==> src/rtl/irq_agg_pkg.sv <==
package irq_agg_pkg;

    // Register selected by an access
    typedef enum logic [2:0] {
        SEL_NONE,
        SEL_STATUS,
        SEL_ACK,
        SEL_MSTAT,
        SEL_MSET,
        SEL_MCLR
    } reg_sel_e;

    // Write strobes derived from one bus write
    typedef struct packed {
        logic ack;
        logic mset;
        logic mclr;
    } wr_strobe_t;

    // Latched layout offsets
    localparam logic [31:0] LAT_STATUS = 32'h00;
    localparam logic [31:0] LAT_ACK    = 32'h08;
    localparam logic [31:0] LAT_MSTAT  = 32'h0C;
    localparam logic [31:0] LAT_MSET   = 32'h10;
    localparam logic [31:0] LAT_MCLR   = 32'h14;

    // Level layout offsets
    localparam logic [31:0] LVL_STATUS = 32'h00;
    localparam logic [31:0] LVL_MSTAT  = 32'h04;
    localparam logic [31:0] LVL_MSET   = 32'h08;
    localparam logic [31:0] LVL_MCLR   = 32'h0C;

    function automatic reg_sel_e decode_sel(input logic [31:0] addr, input bit latched);
        reg_sel_e sel;
        sel = SEL_NONE;
        if (latched) begin
            case (addr)
                LAT_STATUS: sel = SEL_STATUS;
                LAT_ACK:    sel = SEL_ACK;
                LAT_MSTAT:  sel = SEL_MSTAT;
                LAT_MSET:   sel = SEL_MSET;
                LAT_MCLR:   sel = SEL_MCLR;
                default:    sel = SEL_NONE;
            endcase
        end else begin
            case (addr)
                LVL_STATUS: sel = SEL_STATUS;
                LVL_MSTAT:  sel = SEL_MSTAT;
                LVL_MSET:   sel = SEL_MSET;
                LVL_MCLR:   sel = SEL_MCLR;
                default:    sel = SEL_NONE;
            endcase
        end
        return sel;
    endfunction

endpackage

==> src/rtl/irq_sync.sv <==
module irq_sync #(
    parameter int W      = 32,
    parameter int STAGES = 2
) (
    input  logic         clk,
    input  logic         rst,
    input  logic [W-1:0] din,
    output logic [W-1:0] dout
);
    logic [W-1:0] chain_q [STAGES];

    for (genvar g = 0; g < STAGES; g++) begin : g_stage
        if (g == 0) begin : g_first
            always_ff @(posedge clk) begin
                if (rst) chain_q[g] <= '0;
                else     chain_q[g] <= din;
            end
        end else begin : g_next
            always_ff @(posedge clk) begin
                if (rst) chain_q[g] <= '0;
                else     chain_q[g] <= chain_q[g-1];
            end
        end
    end

    assign dout = chain_q[STAGES-1];
endmodule

==> src/rtl/irq_pend.sv <==
module irq_pend #(
    parameter int W       = 32,
    parameter bit LATCHED = 1'b1
) (
    input  logic         clk,
    input  logic         rst,
    input  logic [W-1:0] lvl_i,
    input  logic [W-1:0] ack_i,
    output logic [W-1:0] status_o,
    output logic [W-1:0] edge_o
);
    if (LATCHED) begin : g_latched
        logic [W-1:0] prev_q;
        logic [W-1:0] pend_q;

        assign edge_o = lvl_i & ~prev_q;

        always_ff @(posedge clk) begin
            if (rst) begin
                prev_q <= '0;
                pend_q <= '0;
            end else begin
                prev_q <= lvl_i;
                // a new edge overrides an acknowledge of the same bit
                pend_q <= (pend_q & ~ack_i) | edge_o;
            end
        end

        assign status_o = pend_q;
    end else begin : g_level
        logic unused_ack;
        assign unused_ack = ^ack_i;
        assign edge_o     = '0;
        assign status_o   = lvl_i;
    end
endmodule

==> src/rtl/irq_mask_reg.sv <==
module irq_mask_reg #(
    parameter int W = 32
) (
    input  logic         clk,
    input  logic         rst,
    input  logic [W-1:0] set_i,
    input  logic [W-1:0] clr_i,
    output logic [W-1:0] mask_o
);
    logic [W-1:0] mask_q;

    always_ff @(posedge clk) begin
        if (rst) mask_q <= '1;
        else     mask_q <= (mask_q | set_i) & ~clr_i;
    end

    assign mask_o = mask_q;
endmodule

==> src/rtl/irq_regif.sv <==
module irq_regif
    import irq_agg_pkg::*;
#(
    parameter int W       = 32,
    parameter int AW      = 8,
    parameter bit LATCHED = 1'b1
) (
    input  logic          wr_i,
    input  logic [AW-1:0] addr_i,
    input  logic [W-1:0]  wdata_i,
    input  logic [W-1:0]  status_i,
    input  logic [W-1:0]  mask_i,
    output logic [W-1:0]  ack_o,
    output logic [W-1:0]  set_o,
    output logic [W-1:0]  clr_o,
    output logic [W-1:0]  rdata_o
);
    logic [31:0] addr32;
    reg_sel_e    sel;
    wr_strobe_t  stb;

    assign addr32 = 32'(addr_i);
    assign sel    = decode_sel(addr32, LATCHED);

    always_comb begin
        stb      = '0;
        stb.ack  = wr_i && (sel == SEL_ACK);
        stb.mset = wr_i && (sel == SEL_MSET);
        stb.mclr = wr_i && (sel == SEL_MCLR);
    end

    assign ack_o = stb.ack  ? wdata_i : '0;
    assign set_o = stb.mset ? wdata_i : '0;
    assign clr_o = stb.mclr ? wdata_i : '0;

    always_comb begin
        case (sel)
            SEL_STATUS: rdata_o = status_i;
            SEL_MSTAT:  rdata_o = mask_i;
            default:    rdata_o = '0;
        endcase
    end
endmodule

==> src/rtl/irq_agg_ctrl.sv <==
module irq_agg_ctrl #(
    parameter int NUM_SRC      = 32,
    parameter int ADDR_W       = 8,
    parameter int SYNC_STAGES  = 2,
    parameter bit LATCHED_MODE = 1'b1
) (
    input  logic               clk,
    input  logic               rst,
    input  logic [NUM_SRC-1:0] src_i,
    input  logic               bus_wr,
    input  logic [ADDR_W-1:0]  bus_addr,
    input  logic [NUM_SRC-1:0] bus_wdata,
    output logic [NUM_SRC-1:0] bus_rdata,
    output logic               irq_o
);
    logic [NUM_SRC-1:0] lvl_w;
    logic [NUM_SRC-1:0] status_w;
    logic [NUM_SRC-1:0] edge_w;
    logic [NUM_SRC-1:0] mask_w;
    logic [NUM_SRC-1:0] ack_w;
    logic [NUM_SRC-1:0] set_w;
    logic [NUM_SRC-1:0] clr_w;

    irq_sync #(.W(NUM_SRC), .STAGES(SYNC_STAGES)) u_sync (
        .clk  (clk),
        .rst  (rst),
        .din  (src_i),
        .dout (lvl_w)
    );

    irq_pend #(.W(NUM_SRC), .LATCHED(LATCHED_MODE)) u_pend (
        .clk      (clk),
        .rst      (rst),
        .lvl_i    (lvl_w),
        .ack_i    (ack_w),
        .status_o (status_w),
        .edge_o   (edge_w)
    );

    irq_mask_reg #(.W(NUM_SRC)) u_mask (
        .clk    (clk),
        .rst    (rst),
        .set_i  (set_w),
        .clr_i  (clr_w),
        .mask_o (mask_w)
    );

    irq_regif #(.W(NUM_SRC), .AW(ADDR_W), .LATCHED(LATCHED_MODE)) u_regif (
        .wr_i     (bus_wr),
        .addr_i   (bus_addr),
        .wdata_i  (bus_wdata),
        .status_i (status_w),
        .mask_i   (mask_w),
        .ack_o    (ack_w),
        .set_o    (set_w),
        .clr_o    (clr_w),
        .rdata_o  (bus_rdata)
    );

    assign irq_o = |(status_w & ~mask_w);
endmodule

==> config.mk <==
export PLATFORM = sky130hd
export DESIGN_NAME = irq_agg_ctrl
export DESIGN_NICKNAME = d
export VERILOG_FILES = /design/src/rtl/irq_agg_pkg.sv /design/src/rtl/irq_sync.sv /design/src/rtl/irq_pend.sv /design/src/rtl/irq_mask_reg.sv /design/src/rtl/irq_regif.sv /design/src/rtl/irq_agg_ctrl.sv
export SDC_FILE = /design/constraint.sdc
export NUM_CORES = 1
export LEC_CHECK = 0
export BUFFER_PORTS_ARGS = -buffer_cell sky130_fd_sc_hd__buf_2
export CAP_MARGIN = 20
export CORE_MARGIN = 2
export CORE_UTILIZATION = 59
export CTS_CLUSTER_DIAMETER = 120
export CTS_CLUSTER_SIZE = 10
export DETAILED_ROUTE_END_ITERATION = 7
export GPL_TIMING_DRIVEN = 0
export PLACE_DENSITY = 0.84
export SKIP_CTS_REPAIR_TIMING = 1
export SYNTH_ARGS = -nofsm -noshare
export SYNTH_HDL_FRONTEND = slang
export SYNTH_SLANG_ARGS = --single-unit
==> constraint.sdc <==
create_clock -name clk -period 4.47 [get_ports clk]
set_input_delay 0.2235 -clock clk [delete_from_list [all_inputs] [get_ports clk]]
set_output_delay 0.2235 -clock clk [all_outputs]
set_load 0.005 [all_outputs]
==> results.yml <==
status:
  outcome: "finished, violations left"
  violations: "negative hold slack"
routing:
  totalWireLength_mm: 15.5
  firstDrtPassIters: 6
  routed_wire_length_per_instance_um: 17.8
  drt-initial-drc-count: 436
  via_count: 4913
  viasPerCell: 5.63
  ant_nets: 0
  drc_errors: 0
sta:
  setup_viol: 0
  finalCritPeriodShare_pct: 51.6
  slew_headroom_pct: 51.9
  hold_violations: 4
  finClkSkew_ns: 0.00769
  rsz0062_at_grt: "no"
  slew_viol_final: 0
  max_freq_mhz: 433
  timing.setup.tns_ns: 0
  whs_ns: -0.0202
  min_period_ns: 2.31
  worst_pin_slew_ns: 0.722
global_route:
  track_usage_pct: 27.8
  overflow: 0
  antenna_found_initial: 1
  grt_max_degree: 17
  grt_pass1_wl_mm: 21.7
  grt_pass1_vias: 4363
hold_path:
  hp-class: "input port to register"
clocking:
  clock_path_buffers: 2
  cts_buffers: 17
  clock_sinks: 160
  clkSlewWorstSetupHoldPaths_ns: 0.06
  cts_htree_levels: 4
  clock_latency_ns: 0.53
  cts_tree: "done"
  cts-root-buf: "clkbuf_8"
worst_setup_path:
  crit_fanout: 10
  crit_arrival_ns: 2.09
  crit_type: "input port to primary output"
  cp_num_buf_inv: 3
  crit_chain: "buf_2, or3_4, nor2_1, clkbuf_1, a22o_1, buf_2"
  cp_slowest_stage_delay_ns: 0.57
  critical_path.endpoint_type: "primary output"
  crit_family: "buffers and inverters"
  crit_path_top_delay_cell: "clkbuf_1"
  cp.required_ns: 4.25
  start_kind: "input port"
  critPathMostFrequentCell: "buf_2"
synthesis:
  ys_types: 26
  synth_edf_count: 0
  synth_nets: 622
  syn_inst: 547
  synth_top_area_share_pct: 56.5
  yosysWarnings: 0
  ys.flop_type: "dfxtp_1"
  synth.area.top_cells: "dfxtp_1, nor2b_1, a221o_1, a211o_1, a22o_1"
  synth_commonest_cells: "dfxtp_1, inv_1, nor2b_1"
  synthArstFlopShare_pct: 0
  syn_area_per_cell_um2: 10.4
  yosysMostFrequentCell: "dfxtp_1"
  ys_seq_elements: 160
  yosysTopAreaCell: "dfxtp_1"
  ys_seq_area_share_pct: 56.5
  syn_area_mm2: 0.00567
die:
  start_util_pct: 61.1
  dieArea_mm2: 0.0104
  die_x_um: 102
  coreArea_mm2: 0.00928
  ios: 108
  rows: 35
  die_h_um: 102
final_layout:
  regArea_mm2: 0.00320
  fin_nets: 804
  final.fill_count: 544
  fin_area_mm2: 0.00748
  layout-drive-gt1-share_pct: 21.4
  area_delta_synth_final_pct: 31.9
  multiInputGateArea_mm2: 0.00203
  fin_cells: 872
placed_design:
  dp_cells: 782
  place_area_mm2: 0.00636
  dpl.hpwl_mm: 9.47
  numPortBuffers: 106
  gp_congestion: 0.866
power:
  powerDensity_mw_per_mm2: 402
  leakage_nw: 3.30
  irDropWorstVdd_mv: 0.266
flow_run:
  cap_violations: 0
-- placed cells by master, fill, tap and decap left out, drive strengths merged --
cell type | synthesis | final
nand2 | 34 | 34
dfxtp | 160 | 160
dlygate4sd1 | 2 | 2
clkinv | 0 | 3
inv | 65 | 71
or3 | 1 | 1
clkinvlp | 0 | 4
or3b | 1 | 1
a221o | 32 | 32
nor2 | 2 | 2
o22ai | 16 | 16
a22o | 32 | 32
dlygate4sd3 | 0 | 57
nand2b | 32 | 32
nand4 | 1 | 1
a211o | 32 | 32
nor2b | 64 | 64
nor4 | 6 | 6
or4b | 1 | 1
clkbuf | 17 | 36
diode | 0 | 1
nor4b | 2 | 2
nor3 | 1 | 1
buf | 14 | 120
o21ai | 32 | 32
-- layer usage --
metal / part of all wire, % / track usage [%]
met1: 38 / 34.2
met2: 49 / 47.7
met3: 9.8 / 5.61
met4: 3.0 / 11.7
met5: 0 / 0
-- metrics by stage --
step	utilization [%]	worst slack, ns	total power [mW]
finish	80.6	2.16	3.00
global route	80.6	2.04	3.09
CTS	74.4	2.20	2.96
detailed placement	68.5	2.20	1.67
global placement	68.5	2.24	1.66
floorplan	-	2.82	1.60
-- final timing paths --
path | start | to | cells after the start | slack [ns]
worst max-delay path | bus_addr[5] | bus_rdata[21] | 6 | 2.16
worst min register to register | u_pend.g_latched.prev_q[4] | u_pend.status_o[4] | 1 | 0.40
worst max register to register | u_pend.status_o[10] | u_pend.status_o[10] | 3 | 3.63
worst min-delay path | bus_wdata[6] | u_mask.mask_o[6] | 2 | -0.02
-- logic make-up (layout without fill, tap and decap cells) --
family	count (synthesis)	count (layout)	synth area share, %
other cells	0	1	0
buf+inv	98	293	7.77
simple gates	145	145	15.6
compound gates	144	144	20.1
flops	160	160	56.5
-- area by class of cell --
type                            count  area share [%]
Clock buffer                       19            5.90
Sequential cell                   160            42.8
Buffer                             33            2.63
Inverter                           65            3.26
Antenna cell                        1          0.0334
Multi-Input combinational cell    289            27.1
Timing Repair Buffer              163            14.7
Clock inverter                     13            1.39
Tap cell                          129            2.16
-- power breakdown --
| part | switching (mW) | internal (mW) | leakage (nW) | total [mW] |
|---|---|---|---|---|
| clock network | 0.593 | 0.723 | 0.260 | 1.32 |
| registers | 0.0191 | 1.48 | 1.31 | 1.50 |
| logic | 0.0929 | 0.0991 | 1.73 | 0.192 |
-- registers in the layout, summed over array words and instances, names as in the netlist --
name / flops
u_mask.mask_o: 32
u_pend.status_o: 32
u_pend.g_latched.prev_q: 32
u_sync.chain_q: 64
Note: power is estimated with default switching activity, not from simulation.
